[src/rtl/ipg_pkg.sv]
package ipg_pkg;

    typedef enum logic [2:0] {
        ST_READY   = 3'd0,
        ST_BUSY    = 3'd1,
        ST_B2B     = 3'd2,
        ST_CARRIER = 3'd3,
        ST_DEFER1  = 3'd4,
        ST_DEFER2  = 3'd5
    } ipg_state_e;

endpackage

[src/rtl/ipg_unit_strobe.sv]
module ipg_unit_strobe #(
    parameter int DIV = 10
) (
    input  logic clk,
    input  logic rst_n,
    input  logic tick,
    input  logic fast,
    input  logic clear,
    output logic unit
);

    generate
        if (DIV <= 1) begin : g_direct
            logic unused_fast;
            assign unused_fast = fast;
            assign unit = tick && !clear;
        end else begin : g_div
            localparam int PW = $clog2(DIV);
            localparam logic [PW-1:0] LAST = PW'(DIV - 1);

            typedef struct packed {
                logic [PW-1:0] pre;
            } pre_t;

            pre_t p_d, p_q;
            logic wrap;

            assign wrap = (p_q.pre == LAST);

            always_comb begin
                p_d = p_q;
                if (clear) begin
                    p_d.pre = '0;
                end else if (tick && !fast) begin
                    p_d.pre = wrap ? '0 : p_q.pre + PW'(1);
                end
            end

            always_ff @(posedge clk) begin
                if (!rst_n) begin
                    p_q <= '0;
                end else begin
                    p_q <= p_d;
                end
            end

            assign unit = !clear && tick && (fast || wrap);
        end
    endgenerate

endmodule

[src/rtl/ipg_gap_counter.sv]
module ipg_gap_counter #(
    parameter int W = 7
) (
    input  logic         clk,
    input  logic         rst_n,
    input  logic         load,
    input  logic [W-1:0] load_val,
    input  logic         unit,
    output logic         expired,
    output logic [W-1:0] count
);

    typedef struct packed {
        logic [W-1:0] cnt;
    } cnt_t;

    cnt_t c_d, c_q;

    always_comb begin
        c_d = c_q;
        if (load) begin
            c_d.cnt = load_val;
        end else if (unit && (c_q.cnt != '0)) begin
            c_d.cnt = c_q.cnt - W'(1);
        end
    end

    always_ff @(posedge clk) begin
        if (!rst_n) begin
            c_q <= '0;
        end else begin
            c_q <= c_d;
        end
    end

    assign expired = (c_q.cnt == '0);
    assign count   = c_q.cnt;

endmodule

[src/rtl/ipg_timer.sv]
module ipg_timer
    import ipg_pkg::*;
#(
    parameter int CFG_W     = 32,
    parameter int GAP_W     = 7,
    parameter int B2B_LSB   = 8,
    parameter int DEF1_LSB  = 15,
    parameter int DEF2_LSB  = 22,
    parameter int SLOW_DIV  = 10
) (
    input  logic             clk,
    input  logic             rst_n,
    input  logic             tick,
    input  logic [CFG_W-1:0] cfg_word,
    input  logic             speed_100,
    input  logic             full_duplex,
    input  logic             crs,
    input  logic             tx_done,
    input  logic             tx_req,
    output logic             tx_permit
);

    typedef struct packed {
        ipg_state_e st;
    } fsm_t;

    fsm_t             s_d, s_q;
    logic [GAP_W-1:0] b2b_val, def1_val, def2_val;
    logic [GAP_W-1:0] load_val, gap_cnt;
    logic             load, unit, expired, half;
    ipg_state_e       cur_st;
    logic             unused_cfg;

    assign b2b_val    = cfg_word[B2B_LSB  +: GAP_W];
    assign def1_val   = cfg_word[DEF1_LSB +: GAP_W];
    assign def2_val   = cfg_word[DEF2_LSB +: GAP_W];
    assign unused_cfg = ^cfg_word;
    assign half       = !full_duplex;
    assign cur_st     = s_q.st;

    ipg_unit_strobe #(.DIV(SLOW_DIV)) u_strobe (
        .clk   (clk),
        .rst_n (rst_n),
        .tick  (tick),
        .fast  (speed_100),
        .clear (load),
        .unit  (unit)
    );

    ipg_gap_counter #(.W(GAP_W)) u_count (
        .clk      (clk),
        .rst_n    (rst_n),
        .load     (load),
        .load_val (load_val),
        .unit     (unit),
        .expired  (expired),
        .count    (gap_cnt)
    );

    assign tx_permit = (s_q.st == ST_READY) && !(half && crs);

    always_comb begin
        s_d      = s_q;
        load     = 1'b0;
        load_val = '0;
        unique case (s_q.st)
            ST_READY: begin
                if (tx_req && tx_permit) begin
                    s_d.st = ST_BUSY;
                end else if (half && crs) begin
                    s_d.st = ST_CARRIER;
                end
            end
            ST_BUSY: begin
                if (tx_done) begin
                    s_d.st   = ST_B2B;
                    load     = 1'b1;
                    load_val = b2b_val;
                end
            end
            ST_B2B: begin
                if (expired) begin
                    s_d.st = ST_READY;
                end
            end
            ST_CARRIER: begin
                if (!half) begin
                    s_d.st = ST_READY;
                end else if (!crs) begin
                    s_d.st   = ST_DEFER1;
                    load     = 1'b1;
                    load_val = def1_val;
                end
            end
            ST_DEFER1: begin
                if (half && crs) begin
                    s_d.st = ST_CARRIER;
                end else if (expired) begin
                    s_d.st   = ST_DEFER2;
                    load     = 1'b1;
                    load_val = def2_val;
                end
            end
            ST_DEFER2: begin
                if (expired) begin
                    s_d.st = ST_READY;
                end
            end
            default: s_d.st = ST_READY;
        endcase
    end

    always_ff @(posedge clk) begin
        if (!rst_n) begin
            s_q.st <= ST_READY;
        end else begin
            s_q <= s_d;
        end
    end

endmodule

[config.mk]
export PLATFORM = sky130hd
export DESIGN_NAME = ipg_timer
export DESIGN_NICKNAME = d
export VERILOG_FILES = /design/src/rtl/ipg_pkg.sv /design/src/rtl/ipg_unit_strobe.sv /design/src/rtl/ipg_gap_counter.sv /design/src/rtl/ipg_timer.sv
export SDC_FILE = /design/constraint.sdc
export NUM_CORES = 1
export LEC_CHECK = 0
export BUFFER_PORTS_ARGS = -buffer_cell sky130_fd_sc_hd__buf_2
export CAP_MARGIN = 30
export CORE_MARGIN = 1.5
export CORE_UTILIZATION = 50
export CTS_BUF_LIST = sky130_fd_sc_hd__clkbuf_2 sky130_fd_sc_hd__clkbuf_4 sky130_fd_sc_hd__clkbuf_8
export CTS_CLUSTER_DIAMETER = 120
export DETAILED_ROUTE_END_ITERATION = 8
export PLACE_DENSITY = 0.82
export SYNTH_ARGS = -nofsm -noshare
export SYNTH_HDL_FRONTEND = slang
export SYNTH_SLANG_ARGS = --single-unit
export TNS_END_PERCENT = 100
[constraint.sdc]
create_clock -name clk -period 2.5 [get_ports clk]
set_clock_uncertainty 0.2 [all_clocks]
set_input_delay 0.25 -clock clk [delete_from_list [all_inputs] [get_ports clk]]
set_output_delay 0.25 -clock clk [all_outputs]
set_load 0.02 [all_outputs]
==> results of run 1 <==
synth_stat cells (2+ instances only):
cell type,count,share of area (%)
buf_2,3,1.4
buf_6,3,3.1
nor4bb_1,2,1.8
o21ai_0,5,2.3
nor3_1,2,0.92
o21a_1,2,1.4
a222oi_1,2,1.8
nand3_1,3,1.4
nor3b_1,3,2.1
and2_1,3,1.7
a2111oi_0,3,2.4
nand4_1,2,1.1
and3_1,3,1.7
dfxtp_1,14,26
ha_1,2,2.3
nor2_1,7,2.4
and3_2,4,2.7
a221o_2,3,3.1
inv_1,4,1.4
o2111ai_1,2,1.6
a21oi_1,12,5.5
o221a_1,4,4.1
nand2_1,3,1.0
nor2b_1,5,2.9
nand2b_1,2,1.1
path summary, 6_finish.rpt:
check / start / endpoint / slack, ns / depth (start not counted)
hold / removal: cfg_word[16] / u_count.count[1] / 0.06 / 3
hold reg to reg: u_strobe.g_div.p_q[3] / u_strobe.g_div.p_q[3] / 0.33 / 2
setup / recovery: u_count.count[0] / u_count.count[6] / 0.33 / 6
setup reg to reg: u_count.count[0] / u_count.count[6] / 0.33 / 6
worst min-delay path: cells and delay by family:
kind	cells	cell delay, ns
AOI/OAI and AO/OA	2	0.18
buffers and inverters	1	0.08
sequential cells by signal, summed over array words and instances (netlist names):
register / cells
cur_st: 3
u_count.count: 7
u_strobe.g_div.p_q: 4
cell type report:
| cell class | count | area share, % |
|---|---|---|
| tap | 27 | 2.68 |
| multi-input combinational | 101 | 59.0 |
| timing repair buffer | 30 | 12.1 |
| inverter | 4 | 1.19 |
| sequential | 14 | 22.2 |
| clock buffer | 4 | 2.87 |
logic make-up (layout without fill, tap and decap cells):
group | count (synthesis) | after routing | synth area share [%]
compound gates | 47 | 47 | 33.8
xor+xnor | 2 | 2 | 1.60
fa+ha+maj | 2 | 2 | 2.29
buf+inv | 11 | 38 | 6.29
flops | 14 | 14 | 25.6
simple gates | 50 | 50 | 30.4
per-layer routing:
| layer | wire length [um] | global-route usage, % | vias to the layer above |
|---|---|---|---|
| li1 | - | - | 556 |
| met1 | 1220 | 31.7 | 531 |
| met2 | 1280 | 39.3 | 33 |
| met3 | 144 | 3.64 | 4 |
| met4 | 44 | 8.33 | 0 |
| met5 | 0 | 0 | - |
per-stage QoR:
| stage | utilization (%) | power, uW | hold slack [ns] |
|---|---|---|---|
| 2_1_floorplan | - | 673 | 0.242 |
| 3_3_place_gp | 61.3 | 758 | 0.290 |
| 3_5_place_dp | 61.3 | 779 | 0.319 |
| 4_1_cts | 63.1 | 944 | 0.0726 |
| 5_1_grt | 63.1 | 1020 | 0.0864 |
| 6_report | 63.1 | 945 | 0.0648 |
power groups by stage:
stage	combinational (uW)	sequential [uW]	clock, uW
final	452	325	168
after detailed placement	449	330	0
after global routing	508	332	178
after global placement	430	328	0
after CTS	452	324	169
after floorplan	367	307	0
==> results.py, run 1 <==
metrics = {
    "status": {
        "status": "complete, no violations",
    },
    "sta": {
        "setup_viol": 0,
        "slew_headroom_pct": 65.6,
        "layout_setup_ws_ns": 0.333,
        "finalMaxSlewViolations": 0,
        "fmax_mhz": 461,
        "finalHoldViolCount": 0,
        "finalSetupTns_ns": 0,
        "period_share_pct": 86.7,
        "rsz0062_at_grt": "false",
        "finalCriticalPeriod_ns": 2.17,
        "tightest_slew_ns": 0.510,
    },
    "die": {
        "die_x_um": 49.8,
        "rows": 16,
        "ios": 41,
        "die_y_um": 49.8,
        "dieArea_sq_um": 2480,
        "core_area_sq_um": 2000,
        "initial_utilization_pct": 54.6,
    },
    "layout": {
        "layout-drive-gt1-share_pct": 32.0,
        "final_nets": 196,
        "final_common_cell": "buf_2",
        "design_area_sq_um": 1260,
        "n_fill_cell": 188,
        "multi_input_area_sq_um": 744,
        "num_antenna_cells": 0,
        "fin_cells": 180,
        "layout_common_cells": "buf_2, dfxtp_1, a21oi_1",
        "syn_to_final_growth_pct": 15.4,
        "regArea_sq_um": 280,
    },
    "route": {
        "via_count": 1124,
        "drc": 0,
        "via_per_inst": 6.24,
        "post_drt_wl_per_cell_um": 14.9,
        "routed_wl_mm": 2.69,
        "drt-pass1-iter-count": 4,
        "drtIter0Drc": 58,
        "antenna_left": 0,
    },
    "setup_path": {
        "crit_family": "compound AO/OA/AOI/OAI gates",
        "slowest_delay_ns": 0.47,
        "worstPathArrival_ns": 2.20,
        "crit_buf_inv": 1,
        "critPathMaxFanout": 4,
        "crit_chain": "inv_1 -> ha_1 -> nor3b_1 -> a21oi_1 -> a2111oi_0 -> o221a_1",
        "crit_slowest_cell": "a2111oi_0",
        "cp.required_ns": 2.53,
        "critPathCaptureType": "flip-flop",
        "crit_type": "reg2reg",
        "worst_setup_path_start_kind": "flip-flop",
    },
    "clocking": {
        "path_clk_slew_ns": 0.09,
        "clk_path_buf_depth": 2,
        "cts_buffers": 3,
        "clock_latency_ns": 0.29,
        "post-cts-setup-buffers": 0,
        "post_cts_resized": 0,
        "cts_hold_buf": 0,
        "cts_tree": "built",
        "clock-sinks": 14,
        "htree_levels": 1,
        "clockRootBuffer": "clkbuf_4",
    },
    "synthesis": {
        "synth.yosys.seq_area_share_pct": 25.6,
        "ys_types": 53,
        "syn_area_sq_um": 1090,
        "synth_edf_count": 0,
        "synth_cells": 126,
        "synth_nets": 168,
        "ys.flop_type": "dfxtp_1",
        "ys_seq_elements": 14,
        "synthArstFlopShare_pct": 0,
        "syn_avg_cell_area_sq_um": 8.68,
        "yosysWarnings": 0,
    },
    "power": {
        "ir_drop_mv": 0.464,
        "p_int_uw": 564,
        "powerDensity_nw_per_um2": 748,
        "seq_power_share_pct": 34.4,
        "p_sw_uw": 381,
        "p_leak_uw": 0.000519,
        "p_sw_share_pct": 40.3,
        "p_clk_share_pct": 17.7,
        "combPwrFrac_pct": 47.8,
    },
    "placed_design": {
        "dp_hpwl_mm": 2.11,
        "placed_area_sq_um": 1230,
        "portBuffers": 29,
        "place_congestion": 0.808,
        "placed_cells": 176,
        "dp_slack_ns": 0.402,
    },
    "global_routing": {
        "grt_max_degree": 13,
        "grt_pass1_vias": 1055,
        "antenna_found_initial": 0,
        "grt_usage_pct": 24.0,
        "grt_overflow": 0,
        "grt_pass1_wl_mm": 4.60,
    },
    "hold_path": {
        "min_path_type": "in2reg",
    },
    "job": {
        "cap_violations": 0,
    },
}
(Power assumes the default switching activity.)
==> run 2: changes to the inputs <==
CELL_PAD_IN_SITES_DETAIL_PLACEMENT = 0   (was not set)
CELL_PAD_IN_SITES_GLOBAL_PLACEMENT = 1   (was not set)
CORE_UTILIZATION = 36   (was 50)
==> run 2 against run 1 <==
Global-route usage decreased by 6.4 points. Non-clock buffer count up 2. Combinational power rose by 2%. Largest cell class unchanged. Maximum frequency grew 2.6%. Total power increased by 0.69%. Highest routed layer unchanged. Via count decreased by 1.9%.
==> results.py, run 2 (synthesis gave the netlist of run 1 again) <==
metrics = {
    "sta": {
        "finalCriticalPeriod_ns": 2.11,
        "fmax_mhz": 473,
        "whs_ns": 0.0760,
        "setup_viol": 0,
        "period_share_pct": 84.5,
        "finalSetupTns_ns": 0,
        "slew_headroom_pct": 66.3,
        "tightest_slew_ns": 0.500,
        "finalMaxSlewViolations": 0,
        "rsz0062_at_grt": "false",
        "finalHoldViolCount": 0,
    },
    "placed_design": {
        "placed_cells": 182,
        "portBuffers": 29,
        "dp_hpwl_mm": 2.13,
        "place_congestion": 0.834,
    },
    "route": {
        "drc": 0,
        "post_drt_wl_per_cell_um": 14.7,
        "drtIter0Drc": 54,
        "via_count": 1103,
        "via_per_inst": 5.93,
        "antenna_left": 0,
        "routed_wl_mm": 2.73,
        "drt-pass1-iter-count": 6,
    },
    "layout": {
        "largest_reg_flops": 7,
        "syn_to_final_growth_pct": 17.3,
        "layout_common_cells": "buf_2, dfxtp_1, a21oi_1",
        "num_antenna_cells": 0,
        "final_common_cell": "buf_2",
        "regArea_sq_um": 280,
        "n_fill_cell": 274,
        "multi_input_area_sq_um": 744,
        "fin_cells": 186,
        "final_nets": 198,
        "layout-drive-gt1-share_pct": 32.9,
    },
    "global_routing": {
        "grt_pass1_vias": 998,
        "grt_usage_pct": 17.5,
        "grt_pass1_wl_mm": 4.65,
        "antenna_found_initial": 0,
        "grt_overflow": 0,
        "grt_max_degree": 13,
    },
    "setup_path": {
        "crit_slowest_cell": "a211o_2",
        "r2r_end": "u_count.count[2]",
        "r2r_cells": 6,
        "crit_family": "compound AO/OA/AOI/OAI gates",
        "crit_buf_inv": 1,
        "critPathMaxFanout": 8,
        "crit_chain": "inv_1 -> ha_1 -> nor4b_4 -> nand2_2 -> a211o_2 -> o221a_1",
        "timing.rr.start": "u_count.count[0]",
        "slowest_delay_ns": 0.38,
        "worst_setup_path_start_kind": "flip-flop",
        "critPathCaptureType": "flip-flop",
        "worstPathArrival_ns": 2.10,
        "cp.required_ns": 2.49,
        "crit_type": "reg2reg",
        "r2r_slack_ns": 0.39,
    },
    "job": {
        "cap_violations": 0,
    },
    "power": {
        "p_sw_share_pct": 40.2,
        "p_total_uw": 951,
        "powerDensity_nw_per_um2": 742,
        "p_int_uw": 569,
        "combPwrFrac_pct": 48.3,
        "p_sw_uw": 383,
        "ir_drop_mv": 0.303,
        "p_clk_share_pct": 17.8,
        "p_leak_uw": 0.000529,
        "seq_power_share_pct": 33.9,
    },
    "clocking": {
        "cts_tree": "built",
        "clk_path_buf_depth": 2,
        "post_cts_resized": 0,
        "clockRootBuffer": "clkbuf_4",
        "cts_buffers": 3,
        "path_clk_slew_ns": 0.09,
        "cts_hold_buf": 0,
        "post-cts-setup-buffers": 0,
        "clock_latency_ns": 0.29,
        "htree_levels": 1,
        "clock-sinks": 14,
    },
    "die": {
        "ios": 41,
        "die_y_um": 58.1,
        "rows": 19,
        "core_area_sq_um": 2830,
        "die_x_um": 58.1,
        "initial_utilization_pct": 38.7,
        "dieArea_sq_um": 3380,
    },
    "hold_path": {
        "min_path_type": "in2reg",
        "worstHoldStart": "rst_n",
        "hold_depth": 2,
        "hold_end": "cur_st[0]",
    },
    "status": {
        "status": "complete, no violations",
    },
}
run 2: power by group through the flow:
| stage | clock network [uW] | registers (uW) | logic (uW) |
|---|---|---|---|
| after floorplan | 0 | 307 | 367 |
| after global placement | 0 | 327 | 445 |
| after detailed placement | 0 | 328 | 453 |
| after CTS | 170 | 322 | 456 |
| after global routing | 182 | 332 | 514 |
| final | 169 | 323 | 459 |
run 2: layout make-up:
| type | count | share of cell area (%) |
|---|---|---|
| Clock buffer | 4 | 2.83 |
| Inverter | 4 | 1.17 |
| Multi-Input combinational cell | 101 | 58.0 |
| Sequential cell | 14 | 21.9 |
| Tap cell | 31 | 3.02 |
| Timing Repair Buffer | 32 | 13.1 |
run 2: worst max-delay path by stage:
stage	startpoint	to	slack [ns]	cells past startpoint
3_3_place_gp	u_count.count[0]	u_count.count[4]	0.42	6
4_1_cts	u_count.count[0]	u_count.count[2]	0.39	6
3_5_place_dp	u_count.count[0]	u_count.count[2]	0.42	6
5_1_grt	u_count.count[0]	u_count.count[6]	0.09	6
2_1_floorplan	u_count.count[0]	u_count.count[4]	0.57	7
6_report	u_count.count[0]	u_count.count[2]	0.39	6
run 2: metal layers:
layer / vias to the layer above / global-route usage, % / part of all wire [%]
li1: 561 / - / -
met1: 510 / 25.2 / 51
met2: 28 / 26.1 / 43
met3: 4 / 1.12 / 3.8
met4: 0 / 9.30 / 2.0
met5: - / 0 / 0
run 2: stage by stage:
step           worst slack, ns  util (%)  cell area (sq um)
2_1_floorplan            0.574         -               1090
3_3_place_gp             0.415      44.1               1250
3_5_place_dp             0.424      44.1               1250
4_1_cts                  0.393      45.3               1280
5_1_grt                 0.0914      45.3               1280
6_report                 0.387      45.3               1280
run 2: worst reg2reg max path, delay by kind of cell (launching register included):
| family | cells | cell delay (ns) |
|---|---|---|
| fa+ha+maj | 1 | 0.18 |
| simple gates | 2 | 0.56 |
| compound gates | 2 | 0.63 |
| buf+inv | 1 | 0.12 |
| flops | 1 | 0.33 |
